**config.mk**
```make
export PLATFORM = sky130hd
export DESIGN_NAME = acq_trig_ctrl
export DESIGN_NICKNAME = d
export VERILOG_FILES = /design/src/rtl/acq_trig_pkg.sv /design/src/rtl/trig_edge_detect.sv /design/src/rtl/trig_source_select.sv /design/src/rtl/trig_capture_fsm.sv /design/src/rtl/acq_trig_ctrl.sv
export SDC_FILE = /design/constraint.sdc
export NUM_CORES = 1
export LEC_CHECK = 0
export BUFFER_PORTS_ARGS = -buffer_cell sky130_fd_sc_hd__buf_2
export CAP_MARGIN = 20
export CORE_MARGIN = 4
export CORE_UTILIZATION = 45
export DETAILED_ROUTE_END_ITERATION = 10
export HOLD_SLACK_MARGIN = 0.02
export PLACE_DENSITY = 0.73
export SETUP_SLACK_MARGIN = 0.1
export SLEW_MARGIN = 15
export SYNTH_ARGS = -nofsm -noshare
export SYNTH_HDL_FRONTEND = slang
export SYNTH_SLANG_ARGS = --single-unit
```
**constraint.sdc**
```tcl
create_clock -name clk -period 2.9 [get_ports clk]
set_clock_uncertainty 0.1 [all_clocks]
set_input_delay 0.145 -clock clk [delete_from_list [all_inputs] [get_ports clk]]
set_output_delay 0.145 -clock clk [all_outputs]
set_load 0.005 [all_outputs]
```
**src/rtl/acq_trig_pkg.sv**
```systemverilog
package acq_trig_pkg;
  typedef enum logic [1:0] {
    SRC_SW  = 2'd0,
    SRC_EXT = 2'd1,
    SRC_ANA = 2'd2,
    SRC_BUS = 2'd3
  } trig_src_e;

  typedef enum logic [1:0] {
    MODE_POST   = 2'd0,
    MODE_DELAY  = 2'd1,
    MODE_RETRIG = 2'd2,
    MODE_RSVD   = 2'd3
  } cap_mode_e;

  typedef enum logic [2:0] {
    ST_IDLE,
    ST_ARMED,
    ST_SYNC_PEND,
    ST_SYNC_GAP,
    ST_DELAY,
    ST_CAPTURE
  } cap_state_e;
endpackage

```
**src/rtl/trig_edge_detect.sv**
```systemverilog
module trig_edge_detect #(
  parameter int SYNC_STAGES = 2
) (
  input  logic clk,
  input  logic rst_n,
  input  logic din,
  output logic rise
);
  logic level;
  logic prev_q;

  generate
    if (SYNC_STAGES == 0) begin : g_direct
      assign level = din;
    end else begin : g_sync
      logic [SYNC_STAGES-1:0] chain_q;
      always_ff @(posedge clk or negedge rst_n) begin
        if (!rst_n) chain_q <= '0;
        else        chain_q <= (chain_q << 1) | SYNC_STAGES'(din);
      end
      assign level = chain_q[SYNC_STAGES-1];
    end
  endgenerate

  always_ff @(posedge clk or negedge rst_n) begin
    if (!rst_n) prev_q <= 1'b0;
    else        prev_q <= level;
  end

  assign rise = level & ~prev_q;
endmodule

```
**src/rtl/trig_source_select.sv**
```systemverilog
module trig_source_select
  import acq_trig_pkg::*;
(
  input  trig_src_e src,
  input  logic      bus_master,
  input  logic      evt_sw,
  input  logic      evt_ext,
  input  logic      evt_ana,
  input  logic      evt_bus,
  output logic      evt_sel
);
  always_comb begin
    unique case (src)
      SRC_SW:  evt_sel = evt_sw;
      SRC_EXT: evt_sel = evt_ext;
      SRC_ANA: evt_sel = evt_ana;
      SRC_BUS: evt_sel = evt_bus & ~bus_master;
      default: evt_sel = 1'b0;
    endcase
  end
endmodule

```
**src/rtl/trig_capture_fsm.sv**
```systemverilog
module trig_capture_fsm
  import acq_trig_pkg::*;
#(
  parameter int CNT_W = 16,
  parameter int DLY_W = 32
) (
  input  logic             clk,
  input  logic             rst_n,
  input  logic             tick,
  input  logic             arm,
  input  logic             disarm,
  input  logic             trig_evt,
  input  cap_mode_e        mode,
  input  logic             bus_master,
  input  logic [CNT_W-1:0] n_samples,
  input  logic [DLY_W-1:0] delay_ticks,
  output logic             sample_en,
  output logic             done,
  output logic             busy,
  output logic             missed,
  output logic             sync_start,
  output logic             bus_trig
);
  localparam logic [CNT_W-1:0] CNT_ONE = CNT_W'(1);
  localparam logic [DLY_W-1:0] DLY_ONE = DLY_W'(1);

  cap_state_e       state_q, state_d;
  logic [CNT_W-1:0] smp_cnt_q, smp_cnt_d;
  logic [DLY_W-1:0] dly_cnt_q, dly_cnt_d;
  logic             gap_q, gap_d;
  logic             pend_q, pend_d;
  logic             missed_q, missed_d;
  logic             smp_q, smp_d;
  logic             done_q, done_d;
  logic             sync_q, sync_d;
  logic             btrig_q, btrig_d;
  logic             fire;
  logic             in_flight;

  assign in_flight = (state_q == ST_SYNC_PEND) || (state_q == ST_SYNC_GAP) ||
                     (state_q == ST_DELAY)     || (state_q == ST_CAPTURE);

  always_comb begin
    state_d   = state_q;
    smp_cnt_d = smp_cnt_q;
    dly_cnt_d = dly_cnt_q;
    gap_d     = gap_q;
    pend_d    = pend_q;
    missed_d  = missed_q;
    smp_d     = 1'b0;
    done_d    = 1'b0;
    sync_d    = 1'b0;
    btrig_d   = 1'b0;
    fire      = 1'b0;

    if (trig_evt && in_flight) missed_d = 1'b1;

    unique case (state_q)
      ST_IDLE: begin
        if (arm) begin
          state_d  = ST_ARMED;
          missed_d = 1'b0;
        end
      end
      ST_ARMED: begin
        if (arm) missed_d = 1'b0;
        if (disarm) begin
          state_d = ST_IDLE;
        end else if (trig_evt) begin
          if (bus_master) state_d = ST_SYNC_PEND;
          else            fire    = 1'b1;
        end
      end
      ST_SYNC_PEND: begin
        if (disarm) begin
          state_d = ST_IDLE;
        end else if (tick) begin
          sync_d  = 1'b1;
          gap_d   = 1'b0;
          state_d = ST_SYNC_GAP;
        end
      end
      ST_SYNC_GAP: begin
        if (disarm) begin
          state_d = ST_IDLE;
        end else if (tick) begin
          if (gap_q) begin
            btrig_d = 1'b1;
            fire    = 1'b1;
          end else begin
            gap_d = 1'b1;
          end
        end
      end
      ST_DELAY: begin
        if (disarm) begin
          state_d = ST_IDLE;
        end else if (tick) begin
          if (dly_cnt_q <= DLY_ONE) state_d = ST_CAPTURE;
          else                      dly_cnt_d = dly_cnt_q - DLY_ONE;
        end
      end
      ST_CAPTURE: begin
        if (tick) begin
          smp_d = 1'b1;
          if (smp_cnt_q <= CNT_ONE) begin
            done_d  = 1'b1;
            pend_d  = 1'b0;
            state_d = (mode == MODE_RETRIG && !disarm && !pend_q) ? ST_ARMED : ST_IDLE;
          end else if (disarm || pend_q) begin
            pend_d  = 1'b0;
            state_d = ST_IDLE;
          end else begin
            smp_cnt_d = smp_cnt_q - CNT_ONE;
          end
        end else if (disarm) begin
          pend_d = 1'b1;
        end
      end
      default: state_d = ST_IDLE;
    endcase

    if (fire) begin
      smp_cnt_d = n_samples;
      pend_d    = 1'b0;
      if (mode == MODE_DELAY && delay_ticks != '0) begin
        dly_cnt_d = delay_ticks;
        state_d   = ST_DELAY;
      end else begin
        state_d = ST_CAPTURE;
      end
    end
  end

  always_ff @(posedge clk or negedge rst_n) begin
    if (!rst_n) begin
      state_q   <= ST_IDLE;
      smp_cnt_q <= '0;
      dly_cnt_q <= '0;
      gap_q     <= 1'b0;
      pend_q    <= 1'b0;
      missed_q  <= 1'b0;
      smp_q     <= 1'b0;
      done_q    <= 1'b0;
      sync_q    <= 1'b0;
      btrig_q   <= 1'b0;
    end else begin
      state_q   <= state_d;
      smp_cnt_q <= smp_cnt_d;
      dly_cnt_q <= dly_cnt_d;
      gap_q     <= gap_d;
      pend_q    <= pend_d;
      missed_q  <= missed_d;
      smp_q     <= smp_d;
      done_q    <= done_d;
      sync_q    <= sync_d;
      btrig_q   <= btrig_d;
    end
  end

  assign sample_en  = smp_q;
  assign done       = done_q;
  assign busy       = in_flight;
  assign missed     = missed_q;
  assign sync_start = sync_q;
  assign bus_trig   = btrig_q;
endmodule

```
**src/rtl/acq_trig_ctrl.sv**
```systemverilog
module acq_trig_ctrl
  import acq_trig_pkg::*;
#(
  parameter int CNT_W       = 16,
  parameter int DLY_W       = 32,
  parameter int SYNC_STAGES = 2
) (
  input  logic             clk,
  input  logic             rst_n,
  input  logic             sample_tick,
  input  logic             arm,
  input  logic             disarm,
  input  logic [1:0]       src_sel,
  input  logic [1:0]       mode_sel,
  input  logic             bus_master,
  input  logic [CNT_W-1:0] num_samples,
  input  logic [DLY_W-1:0] delay_ticks,
  input  logic             sw_trig,
  input  logic             ext_trig,
  input  logic             ana_trig,
  input  logic             bus_trig_in,
  output logic             sample_en,
  output logic             busy,
  output logic             done,
  output logic             missed_trig,
  output logic             bus_sync_start,
  output logic             bus_trig_out
);
  localparam int NSRC = 4;

  logic [1:0]      rst_sync_q;
  logic            rst_n_i;
  logic [NSRC-1:0] raw_in;
  logic [NSRC-1:0] rise;
  logic            evt_sel;

  always_ff @(posedge clk or negedge rst_n) begin
    if (!rst_n) rst_sync_q <= 2'b00;
    else        rst_sync_q <= {rst_sync_q[0], 1'b1};
  end
  assign rst_n_i = rst_sync_q[1];

  assign raw_in = {bus_trig_in, ana_trig, ext_trig, sw_trig};

  for (genvar s = 0; s < NSRC; s++) begin : g_src
    localparam bit ASYNC_IN = (s == int'(SRC_EXT)) || (s == int'(SRC_BUS));
    trig_edge_detect #(
      .SYNC_STAGES(ASYNC_IN ? SYNC_STAGES : 0)
    ) i_edge (
      .clk  (clk),
      .rst_n(rst_n_i),
      .din  (raw_in[s]),
      .rise (rise[s])
    );
  end

  trig_source_select i_sel (
    .src       (trig_src_e'(src_sel)),
    .bus_master(bus_master),
    .evt_sw    (rise[SRC_SW]),
    .evt_ext   (rise[SRC_EXT]),
    .evt_ana   (rise[SRC_ANA]),
    .evt_bus   (rise[SRC_BUS]),
    .evt_sel   (evt_sel)
  );

  trig_capture_fsm #(
    .CNT_W(CNT_W),
    .DLY_W(DLY_W)
  ) i_fsm (
    .clk        (clk),
    .rst_n      (rst_n_i),
    .tick       (sample_tick),
    .arm        (arm),
    .disarm     (disarm),
    .trig_evt   (evt_sel),
    .mode       (cap_mode_e'(mode_sel)),
    .bus_master (bus_master),
    .n_samples  (num_samples),
    .delay_ticks(delay_ticks),
    .sample_en  (sample_en),
    .done       (done),
    .busy       (busy),
    .missed     (missed_trig),
    .sync_start (bus_sync_start),
    .bus_trig   (bus_trig_out)
  );
endmodule

```
# Word-level counts from Yosys, hierarchy flattened
# Index checks and enable logic that the tools add are counted.
[totals] reg_bits=68 latch_bits=0 ramBits=0 rom_bits=0 in_bits=62 out_inout_bits=6 n_memories=0
[op_classes] add_sub_neg=2 mul=0 div_mod_pow=0 order_cmp=2 n_eq_ne=26 n_shift=0 mux=58 bitwise_logic=12 reduce_logical=22
[ops] operator="$mux 32" n=6
[ops] operator="$mux 16" n=5
[ops] operator="$mux 3" n=14
[ops] operator="$le 32x1->1 const B" n=1
[ops] operator="$reduce_bool 32->1" n=1
[ops] operator="$sub 32x1->32 const B" n=1
[ops] operator="$mux 1" n=29
[ops] operator="$ne 4x3->1 const B" n=5
[ops] operator="$pmux 3 s6" n=1
[ops] operator="$le 16x1->1 const B" n=1
[ops] operator="$sub 16x1->16 const B" n=1
[ops] operator="$ne 3x2->1 const B" n=3
[ops] operator="$reduce_and 9->1" n=1
[ops] operator="$ne 2x2->1 const B" n=4
[ops] operator="$eq 2x2->1 const B" n=3
[ops] operator="$eq 3x2->1 const B" n=2
[ops] operator="$eq 3x3->1 const B" n=2
[ops] operator="$reduce_bool 2->1" n=3
[ops] operator="$and 1x1->1" n=5
[ops] operator="$not 1->1" n=5
[ops] operator="$reduce_and 5->1" n=1
[ops] operator="$eq 2x1->1 const B" n=2
[ops] operator="$logic_and 1x1->1" n=4
[ops] operator="$logic_or 1x1->1" n=4
[ops] operator="14 further kinds" n=18

# Longest topological paths before layout
[logic_depth] depth_word=9 depth_mapped=8 depth_no_buf=8

# Modules after synthesis
# Synthesis repeated with hierarchy kept, for this count alone.
[hier_totals] cells_unflattened=410 area_unflattened_um2=3841.2
[by_module_without_submodules] mod="trig_capture_fsm" n_inst=1 cells_each=393 area_per_inst_um2=3503.4 seq_area_each_um2=1451.4
[by_module_without_submodules] mod="trig_edge_detect at g_src[1].i_edge ..." n_inst=2 cells_each=4 area_per_inst_um2=88.8 seq_area_each_um2=75.1
[by_module_without_submodules] mod="trig_edge_detect at g_src[0].i_edge ..." n_inst=2 cells_each=2 area_per_inst_um2=38.8 seq_area_each_um2=25.0
[by_module_without_submodules] mod="acq_trig_ctrl" n_inst=1 cells_each=3 area_per_inst_um2=53.8 seq_area_each_um2=50.0
[by_module_without_submodules] mod="trig_source_select" n_inst=1 cells_each=2 area_per_inst_um2=28.8 seq_area_each_um2=0.0

# Worst setup path before layout
# Ideal clock, no wire load.
[synth_path] path_type="reg-to-reg" start="register i_fsm.dly_cnt_q[24]" end="register i_fsm.dly_cnt_q[1]" t_arrival_ns=2.443 setup_slack_ns=0.280 path_stages_with_launch=8 path_buffers=1 period_less_slack_ns=2.620 cell_sequence="dfrtp_1 -> or4_4 -> or4_1 -> buf_2 -> or3_4 -> o21ai_2 -> mux2_1 -> o21ai_1"
[synth_between] elab_chain_cells=7
[synth_rtl] item="from (decl)" line="trig_capture_fsm.sv:29" source="logic [DLY_W-1:0] dly_cnt_q, dly_cnt_d;"
[synth_rtl] item="from (signal assigned)" line="trig_capture_fsm.sv:150" source="dly_cnt_q <= dly_cnt_d;"
[synth_rtl] item="$le 32x1->1 *" line="trig_capture_fsm.sv:99" source="if (dly_cnt_q <= DLY_ONE) state_d = ST_CAPTURE;"
[synth_rtl] item="$mux 32 *" line="trig_capture_fsm.sv:99"
[synth_rtl] item="$mux 32 *" line="trig_capture_fsm.sv:98" source="end else if (tick) begin"
[synth_rtl] item="$mux 32 *" line="trig_capture_fsm.sv:96" source="if (disarm) begin"
[synth_rtl] item="$mux 32 *" line="trig_capture_fsm.sv:58" source="unique case (state_q)"
[synth_rtl] item="$mux 32" line="trig_capture_fsm.sv:126" source="if (mode == MODE_DELAY && delay_ticks != '0) begin"
[synth_rtl] item="$mux 32 *" line="trig_capture_fsm.sv:123" source="if (fire) begin"
[synth_rtl] item="named net i_fsm.dly_cnt_d[1]" line="trig_capture_fsm.sv:29"
# The timed path passes the listed nets; every way through them passes the cells marked *.
# A chain may end at the register's enable or synchronous reset.

# Final worst setup path
[layout_path] start="register i_fsm.dly_cnt_q[25]" end="register i_fsm.dly_cnt_q[24]"
# The elaborated chain is that of the path after synthesis.

==> summary.txt <==
Power and ir drop
  – VDD IR max: 0.4278 mV
  – Switching Share: 37.40%
  – Leakage: 2.178 nW
  – Sw power: 1.393 mW
  – Clock power frac: 20.8%
  – Sequential power share: 42.2%
  – Cell Int Power: 2.331 mW
  – Pwr Density: roughly 720 nW/um^2
  – Gate power share: between 30% and 40%
  – Design Power: 3.724 mW

Logic synthesis
  – Mean post-synth cell area: 9.261 sq um
  – Mapped Area: about 3800 sq um
  – EDFF count, synth: 0
  – Syn Inst Count: 413
  – Sequential-to-total area share from yosys stat: between 40% and 50%
  – Post-synthesis cell type count: 57
  – Synth Flop Type: dfrtp_1
  – Synth warn: 0
  – Asr flop ratio synth: between 90% and 100%
  – Synth Net Count: approximately 480
  – #FFs+latches synth: 68

STA
  – Setup_tns: 0 ns
  – Maximum operating frequency: 367.2 MHz
  – Hold WS: 0.02981 ns
  – Worst Max-Slew Pin Slew: 0.8692 ns
  – Post-route setup slack: around 0.18 ns
  – Post-layout minimum cycle time: 2.723 ns
  – Final period utilization: 93.91%
  – Max-slew violations: 0
  – Unrepaired setup endpoints after global routing: false
  – Max_slew headroom: between 40% and 50%
  – Final setup violation count: 0
  – Final hold violations: 0

Finish
  – Number of diodes: 0
  – Share of cells above drive strength 1: 23.08%
  – Fin nets: 623
  – Final std cells w/o fill: 664
  – Area delta synth->final: 35.56%
  – Final Util: 62.79%
  – Cell area after layout: 5185 sq um

Global routing
  – First-pass GRT wire length: 16860 um
  – Vias in the first global route: 3663
  – Largest net degree at the start of global routing: 65
  – GR Overflow Total: 0
  – All-Layer GR Usage: 20.76%
  – Initial antenna violation count: 0

Route
  – DRC Markers: 0
  – Via count: 3649
  – 1st-iter DRT viols: 103
  – DRT Pass-1 Iters: 4
  – Routed wire length: just over 10000 um
  – Routed vias/inst: about 5.5
  – Wire length per cell: 15.18 um
  – Antenna-violating nets left: 0

CTS
  – Max clock buf depth: 2
  – CTS root buf: clkbuf_8
  – Num CTS Buffers: 9
  – Clk_lat worst skew: 0.35 ns
  – H-tree depth: 3
  – CTS Sinks: 68
  – Clock transition at path regs: 0.07 ns
  – CTS tree: yes

Floorplan
  – Site Rows: 33
  – Core Region: 8258 sq um
  – Die Y: 100.2 um
  – I/O pin total: 68
  – Starting Density: 46.32%
  – Die ar.: 10040 sq um
  – Die width: approximately 100 um

Outcome
  – Status: complete, no violations

Run
  – Maxcap violations: 0

Placed design
  – Cell Area, Placed: 4352 sq um
  – Placement Setup Slack: 0.06250 ns
  – DP HPWL: 6904 um
  – Placed Instances: 584
  – I/O Buffers: 67
  – Gpl congestion: 0.8481

Worst setup path
  – Worst setup SP type: flop
  – Setup crit end kind: flop
  – CP max FO: 9
  – Setup CP Type: reg -> reg
  – Data arrival time of the worst path: 2.88 ns
  – Required @ worst endpoint: 3.06 ns

Min path
  – HP Class: in -> reg
## layer usage
layer | share of wire, % | GRT usage, % | wire (um) | vias to the layer above
met5 | 0 | 0 | 0 | -
met1 | 43 | 25.69 | 4327 | 1724
li1 | - | - | - | 1800
met3 | 5.1 | 4.726 | 511 | 16
met4 | 1.6 | 7.150 | 163 | 0
met2 | 50 | 35.63 | 5077 | 109
## registers in the layout, indices dropped and copies added, names as in the netlist
register / cells
rst_sync_q: 2
i_fsm.state_q: 3
i_fsm.done: 1
i_fsm.pend_q: 1
i_fsm.dly_cnt_q: 32
g_src.i_edge.prev_q: 4
i_fsm.bus_trig: 1
i_fsm.gap_q: 1
i_fsm.smp_cnt_q: 16
g_src.i_edge.g_sync.chain_q: 4
i_fsm.sync_start: 1
i_fsm.missed: 1
i_fsm.sample_en: 1
## power groups by stage
stage | Sequential (mW) | Combinational (mW) | Clock (mW)
detailed placement | 1.58 | 1.20 | 0
floorplan | 1.49 | 0.921 | 0
global placement | 1.56 | 1.16 | 0
CTS | 1.57 | 1.28 | 0.795
global route | 1.63 | 1.52 | 0.845
finish | 1.57 | 1.37 | 0.776
## worst paths after layout
path / cells after the start / to / slack, ns / from
worst max-delay path: 8 / i_fsm.dly_cnt_q[24] / 0.18 / i_fsm.dly_cnt_q[25]
worst min-delay path: 2 / i_fsm.sync_start / 0.03 / disarm
worst max register to register: 8 / i_fsm.dly_cnt_q[24] / 0.18 / i_fsm.dly_cnt_q[25]
worst min register to register: 0 / g_src[1].i_edge.g_sync.chain_q[1] / 0.25 / g_src[1].i_edge.g_sync.chain_q[0]
max in group asynchronous: 1 / i_fsm.dly_cnt_q[1] / 1.66 / rst_sync_q[1]
min in group asynchronous: 0 / i_fsm.dly_cnt_q[29] / 0.29 / rst_sync_q[1]
## timing repair
| item | 4_1_cts | 5_1_grt |
|---|---|---|
| hold endpoints to repair | 55 | 0 |
| setup buffers | 2 | 8 |
| setup endpoints to repair | 3 | 1 |
| gates resized for setup | 1 | 3 |
| pin swaps | 1 | 4 |
| hold buffers | 55 | 0 |
## cells by family after synthesis
kind of cell	synth area share, %
and+or+nand+nor	25.81
adders and majority gates	1.963
DFF	44.49
other	0.09804
buffers and inverters	3.010
xor gates and xnor gates	8.015
AOI/OAI and AO/OA	14.26
muxes	2.355
## cell usage in the layout, fill, tap and decap left out, types with 5 or more instances in the layout
cell / count
buf_2: 67
dfrtp_1: 66
dlygate4sd3_1: 55
nand2_1: 37
nor2_1: 29
a21oi_1: 29
xnor2_1: 28
nor3_1: 26
nor4_1: 24
buf_4: 24
o21ai_1: 17
o21ai_0: 16
inv_1: 13
clkbuf_8: 10
nand4_1: 8
nand3_1: 7
nor2b_1: 7
or4_1: 7
xor2_1: 7
or3_1: 6
ha_1: 6
mux2_2: 5
a211oi_1: 5
## final cells by class
class | instances | area, sq um
Clock inverter | 4 | 50.05
Clock buffer | 11 | 141.4
Inverter | 13 | 48.80
Multi-Input combinational cell | 316 | 2023
Tap cell | 105 | 131.4
Fill cell | 732 | 3073
Timing Repair Buffer | 147 | 1086
Sequential cell | 68 | 1704
## cell usage after synthesis (5+ instances only)
cell type  instances  area, sq um
nor3_1            26        130.1
nor4_1            24        150.1
xor2_1             7        61.31
or4_1              8        60.06
nand3_1            7        35.03
or3_1              6        37.54
nand2_1           37        138.9
ha_1               6        75.07
o21ai_0           16        80.08
mux2_2             5        56.30
inv_1             13        48.80
nor2_1            29        108.9
dfrtp_1           68         1702
a211oi_1           5        37.54
o21ai_1           17        85.08
nor2b_1            7        43.79
clkbuf_1          13        48.80
a21oi_1           29        145.1
xnor2_1           28        245.2
nand4_1            8        50.05
## worst max-delay path: stages, from the launching register on
cell     delay [ns]
dfrtp_1        0.42
or4_4          0.55
or4_4          0.54
buf_4          0.17
nor3_4         0.20
buf_4          0.21
nor4_1         0.10
xnor2_1        0.16
o21ai_0        0.18
Power figures use the tool's default switching activity.
